==> config.mk <==
export PLATFORM = sky130hd
export DESIGN_NAME = dual_tone_vsel_ctl
export DESIGN_NICKNAME = d
export VERILOG_FILES = /design/src/rtl/lnb_ctl_pkg.sv /design/src/rtl/tone_phase_gen.sv /design/src/rtl/pin_sync.sv /design/src/rtl/chan_ctl.sv /design/src/rtl/dual_tone_vsel_ctl.sv
export SDC_FILE = /design/constraint.sdc
export NUM_CORES = 1
export LEC_CHECK = 0
export BUFFER_PORTS_ARGS = -buffer_cell sky130_fd_sc_hd__buf_2
export CELL_PAD_IN_SITES_DETAIL_PLACEMENT = 0
export CELL_PAD_IN_SITES_GLOBAL_PLACEMENT = 2
export CORE_MARGIN = 5
export CORE_UTILIZATION = 29
export DETAILED_ROUTE_END_ITERATION = 6
export PLACE_DENSITY = 0.82
export SYNTH_ARGS = -nofsm -noshare
export SYNTH_HDL_FRONTEND = slang
export SYNTH_SLANG_ARGS = --single-unit
==> constraint.sdc <==
create_clock -name clk_i -period 3.8 [get_ports clk_i]
set_input_delay 0.19 -clock clk_i [delete_from_list [all_inputs] [get_ports clk_i]]
set_output_delay 0.19 -clock clk_i [all_outputs]
set_load 0.02 [all_outputs]
==> src/rtl/lnb_ctl_pkg.sv <==
// Package: shared types for the dual tone / voltage-select controller.
// Assumes nothing beyond a two-bit code per channel.
package lnb_ctl_pkg;

    // Voltage code per channel: upper bit = high level, lower bit = +1V step.
    typedef enum logic [1:0] {
        VC_13V = 2'b00,
        VC_14V = 2'b01,
        VC_18V = 2'b10,
        VC_19V = 2'b11
    } vcode_e;

endpackage

==> src/rtl/tone_phase_gen.sv <==
// Module: tone_phase_gen
// Counts the switching clock modulo DIV and reports the tone phase.
// phase_hi_o is high for the first DIV/2 counts, and wrap_o marks the
// last count of each period.
// Assumes: DIV is even and at least 2.
module tone_phase_gen #(
    parameter int unsigned DIV = 10
) (
    input  logic                   clk_i,
    input  logic                   rst_ni,
    output logic [$clog2(DIV)-1:0] cnt_o,
    output logic                   phase_hi_o,
    output logic                   wrap_o
);
    localparam int unsigned CW = $clog2(DIV);
    localparam logic [CW-1:0] LAST = CW'(DIV - 1);
    localparam logic [CW-1:0] HALF = CW'(DIV / 2);
    localparam logic [CW-1:0] ONE  = CW'(1);

    logic [CW-1:0] cnt_q;

    // Purpose: modulo-DIV phase counter.
    always_ff @(posedge clk_i) begin
        if (!rst_ni)            cnt_q <= '0;
        else if (cnt_q == LAST) cnt_q <= '0;
        else                    cnt_q <= cnt_q + ONE;
    end

    assign cnt_o      = cnt_q;
    assign phase_hi_o = (cnt_q < HALF);
    assign wrap_o     = (cnt_q == LAST);
endmodule

==> src/rtl/pin_sync.sv <==
// Module: pin_sync
// Multi-stage flip-flop synchronizer for a bus of independent asynchronous
// pins. Each bit is synchronized on its own, with no bus coherency.
// Assumes: STAGES >= 2.
module pin_sync #(
    parameter int unsigned W      = 4,
    parameter int unsigned STAGES = 2
) (
    input  logic         clk_i,
    input  logic         rst_ni,
    input  logic [W-1:0] din_i,
    output logic [W-1:0] dout_o
);
    logic [W-1:0] stage_q [STAGES];

    // Purpose: shift the pin values through the synchronizer chain.
    always_ff @(posedge clk_i) begin
        if (!rst_ni) begin
            for (int i = 0; i < STAGES; i++) stage_q[i] <= '0;
        end else begin
            stage_q[0] <= din_i;
            for (int i = 1; i < STAGES; i++) stage_q[i] <= stage_q[i-1];
        end
    end

    assign dout_o = stage_q[STAGES-1];
endmodule

==> src/rtl/chan_ctl.sv <==
// Module: chan_ctl
// One channel. It latches the tone gating decision at each period boundary,
// masks the shared tone with that decision and with the channel enable,
// and resolves the voltage code.
// Assumes: mod_s_i and sel_s_i are already synchronized to clk_i.
module chan_ctl
    import lnb_ctl_pkg::*;
(
    input  logic       clk_i,
    input  logic       rst_ni,
    input  logic       en_i,
    input  logic       force_i,
    input  logic       vsel_i,
    input  logic       llc_i,
    input  logic       mod_s_i,
    input  logic       sel_s_i,
    input  logic       phase_hi_i,
    input  logic       wrap_i,
    output logic       tone_o,
    output logic       active_o,
    output logic [1:0] code_o
);
    logic   gate_q;
    vcode_e code_d;

    // Purpose: take the gating decision only at period boundaries; clear it when disabled.
    always_ff @(posedge clk_i) begin
        if (!rst_ni)     gate_q <= 1'b0;
        else if (!en_i)  gate_q <= 1'b0;
        else if (wrap_i) gate_q <= force_i | mod_s_i;
    end

    // Purpose: resolve the voltage code, with the external override winning.
    always_comb begin
        if (sel_s_i) code_d = VC_18V;
        else         code_d = vcode_e'({vsel_i, llc_i});
    end

    assign tone_o   = en_i & gate_q & phase_hi_i;
    assign active_o = en_i & gate_q;
    assign code_o   = code_d;
endmodule

==> src/rtl/dual_tone_vsel_ctl.sv <==
// Module: dual_tone_vsel_ctl (top)
// A shared divide-by-DIV tone generator feeding N_CH independent channel
// controllers. The modulation and 18V override pins are synchronized here.
// Assumes: register-side inputs are synchronous to clk_i; DIV even.
module dual_tone_vsel_ctl #(
    parameter int unsigned N_CH        = 2,
    parameter int unsigned DIV         = 10,
    parameter int unsigned SYNC_STAGES = 2
) (
    input  logic              clk_i,
    input  logic              rst_ni,
    input  logic [N_CH-1:0]   chan_en_i,
    input  logic [N_CH-1:0]   tone_force_i,
    input  logic [N_CH-1:0]   vsel_i,
    input  logic [N_CH-1:0]   llc_i,
    input  logic [N_CH-1:0]   mod_pin_i,
    input  logic [N_CH-1:0]   sel18_pin_i,
    output logic [N_CH-1:0]   tone_o,
    output logic [N_CH-1:0]   tone_active_o,
    output logic [2*N_CH-1:0] vcode_o
);
    localparam int unsigned CW = $clog2(DIV);

    logic [CW-1:0]   phase_cnt;
    logic            phase_hi;
    logic            phase_wrap;
    logic [N_CH-1:0] mod_sync;
    logic [N_CH-1:0] sel_sync;

    tone_phase_gen #(.DIV(DIV)) i_phase (
        .clk_i      (clk_i),
        .rst_ni     (rst_ni),
        .cnt_o      (phase_cnt),
        .phase_hi_o (phase_hi),
        .wrap_o     (phase_wrap)
    );

    pin_sync #(.W(2*N_CH), .STAGES(SYNC_STAGES)) i_sync (
        .clk_i  (clk_i),
        .rst_ni (rst_ni),
        .din_i  ({sel18_pin_i, mod_pin_i}),
        .dout_o ({sel_sync, mod_sync})
    );

    for (genvar c = 0; c < N_CH; c++) begin : g_chan
        chan_ctl i_chan (
            .clk_i      (clk_i),
            .rst_ni     (rst_ni),
            .en_i       (chan_en_i[c]),
            .force_i    (tone_force_i[c]),
            .vsel_i     (vsel_i[c]),
            .llc_i      (llc_i[c]),
            .mod_s_i    (mod_sync[c]),
            .sel_s_i    (sel_sync[c]),
            .phase_hi_i (phase_hi),
            .wrap_i     (phase_wrap),
            .tone_o     (tone_o[c]),
            .active_o   (tone_active_o[c]),
            .code_o     (vcode_o[2*c +: 2])
        );
    end
endmodule

==> summary.md <==
| Metric | Value |
|---|---|
| Endpoints failing setup | `0` |
| Sequential power share | `54.1%` |
| Insertion delay to the later sink of the worst-skew pair | `0.27 ns` |
| Antenna fix cells | `0` |
| Proportion of synthesized chip area in sequential cells | `47.26%` |
| Sinks on the clock net | `14` |
| Gr usage total | `7.625%` |
| Commonest cells after routing, fill and taps aside | `buf_2, dfxtp_1, and2_1` |
| First-pass iteration count of the detailed router | `2` |
| Routed via count | `426` |
| Initial core utilization | `30.23%` |
| Count of max-cap constraint violations | `0` |
| Die width | `55.22 microns` |
| Placed Instances | `102` |
| Std-Cell Rows | `16` |
| Antenna violations before repair | `0` |
| Headroom to the max-slew limit | `83.83%` |
| Count of cells resized by post-cts repair | `0` |
| Count of pins over their slew limit | `0` |
| Post-CTS setup repair buffer count | `0` |
| Final hold slack | `0.1124 ns` |
| Root buf cell | `clkbuf_4` |
| Floorplan die area | `3049 sq um` |
| Critical Path End Type | `primary output` |
| Maximum level of the CTS H-tree | `1` |
| Hpwl dp | `787.7 microns` |
| Number of warnings issued by yosys | `0` |
| Die Y-Extent | `55.22 microns` |
| Filler Cells Inserted | `223` |
| R2r setup slk | `2.46 ns` |
| Comb pwr share | `9.7%` |
| Total Routed Length | `1008 microns` |
| Hold Violations, Final | `0` |
| Total of hold buffers inserted after clock tree synthesis | `0` |
| Share of final-layout standard cells stronger than drive strength 1 | `37.97%` |
| Post-Layout Cell Count | `106` |
| Final clock skew | `0.0005506 ns` |
| Power per unit of standard cell area | `395.8 nW/um^2` |
| Clock power share | `36.2%` |
| Global-route wire length before repair | `1842 microns` |
| Port bufs | `21` |
| Worst IR Drop VDD | `0.1615 mV` |
| Maximum number of pins on one net before global-route repair | `14` |
| Path type of the worst min-delay path | `input port to flop` |
| DRC viols | `0` |
| Data required time at the worst endpoint | `3.61 ns` |
| Final worst path period share | `40.69%` |
| Net count of the mapped netlist | `76` |
| Clock-pin transition on the worst setup and hold timing paths | `0.08 ns` |
| Synthesis-stage register bit count | `14` |
| Area delta synth->final | `23.84%` |
| Slew at the pin closest to its max-slew limit | `0.2422 ns` |
| Number of nets still failing antenna checks after routing | `0` |
| Static leakage power | `0.3778 nW` |
| Clock tree from TritonCTS | `yes` |
| Critical Path Fanout Max | `5` |
| Total Power Consumption | `0.2907 mW` |
| Post-synthesis cell area | `593.1 sq um` |
| Total net switching power | `0.06446 mW` |
| Core Area | `1962 sq um` |
| Maximum buffer depth of the clock tree | `2` |
| Int Power | `0.2262 mW` |
| Avg Cell Area, Syn | `10.05 sq um` |
| Max Clk Rate | `646.7 MHz` |
| Drt initial violations | `2` |
| Most common library cell in the layout ignoring fill and taps | `buf_2` |
| TritonCTS Buffers | `3` |
| Critical path class | `flop to primary output` |
| Via density per instance | `4.019` |
| Critical path data arrival time | `1.36 ns` |
| Nature of the critical path startpoint | `flop` |
| Result of the run | `complete, no violations` |
| IO Pins | `22` |
| WL/cell | `9.509 microns` |
| Gate count of the mapped netlist | `59` |
| Switching fraction of total power | `22.18%` |
| Total negative setup slack | `0 ns` |
| Number of global-route vias before repair | `439` |
| Unrepaired setup endpoints after global routing | `false` |
| Total overflow reported by the global router | `0` |
| Final GP Congestion | `0.6986` |
| Layout Nets | `97` |
| Number of unique standard cell types used by synthesis | `18` |
| Post-route minimum period | `1.546 ns` |
registers in the layout, summed over array words and instances (netlist names):
register and count:
i_phase.cnt_o 4, g_chan.i_chan.gate_q 2, i_sync.stage_q 8
metrics by stage:
step	utilization (%)	cell area (sq um)	setup WS [ns]
2_1_floorplan	-	593.1	2.564
3_3_place_gp	35.59	698.2	2.529
3_5_place_dp	35.59	698.2	2.466
4_1_cts	37.44	734.5	2.223
5_1_grt	37.44	734.5	2.128
6_report	37.44	734.5	2.254
cells by family after synthesis:
group / count (synthesis) / share of synthesized area, %
xor gates and xnor gates: 1 / 1.477
and+or+nand+nor: 29 / 31.22
buffers and inverters: 8 / 7.594
adders and majority gates: 3 / 6.330
DFF: 14 / 47.26
AOI/OAI and AO/OA: 4 / 6.117
cell usage after synthesis:
library cell | n | area, sq um
nand3b_4 | 1 | 20.02
ha_1 | 3 | 37.54
o2111a_1 | 2 | 22.52
nor2b_1 | 2 | 12.51
and3_2 | 2 | 15.01
or3_1 | 2 | 12.51
nand2_1 | 3 | 11.26
or2_2 | 2 | 12.51
nor3b_1 | 2 | 15.01
clkbuf_1 | 1 | 3.750
inv_1 | 3 | 11.26
nor2_1 | 3 | 11.26
a21oi_1 | 1 | 5.000
xnor2_1 | 1 | 8.760
buf_4 | 4 | 30.03
dfxtp_1 | 14 | 280.3
o31a_1 | 1 | 8.760
and2_1 | 12 | 75.07
critical path: stages, from the launching register on:
cell     delay [ns]
dfxtp_1        0.41
inv_1          0.06
ha_1           0.19
inv_1          0.05
a21oi_1        0.06
and2_1         0.16
buf_2          0.15
worst paths after layout:
path                              from                       to  cells past startpoint
hold / removal          sel18_pin_i[1]     i_sync.stage_q[0][3]                      2
setup reg to reg      i_phase.cnt_o[0]  g_chan[0].i_chan.gate_q                      4
setup / recovery      i_phase.cnt_o[0]                tone_o[0]                      6
hold reg to reg   i_sync.stage_q[0][2]     i_sync.stage_q[0][6]                      1
cell type report:
| type | instances | area, sq um | area share [%] |
|---|---|---|---|
| flip-flops and latches | 14 | 280.3 | 38.16 |
| multi-input cells | 37 | 267.8 | 36.46 |
| inverters | 3 | 11.26 | 1.533 |
| well taps | 27 | 33.78 | 4.600 |
| clock buffers | 4 | 36.28 | 4.940 |
| repair buffers | 21 | 105.1 | 14.31 |
power groups by stage:
stage          logic, mW  registers [mW]  clock network [mW]
2_1_floorplan     0.0178           0.160                   0
3_3_place_gp      0.0290           0.160                   0
3_5_place_dp      0.0287           0.161                   0
4_1_cts           0.0289           0.157               0.114
5_1_grt           0.0323           0.159               0.116
6_report          0.0283           0.157               0.105
per-layer routing:
metal	share of wire [%]	wire length [microns]	vias to the layer above	track usage, %
li1	-	-	226	-
met5	0	0	-	0
met4	3.6	36	0	7.292
met3	6.3	64	4	1.632
met1	45	454	181	8.487
met2	45	453	15	11.82
Power figures use the tool's default switching activity.
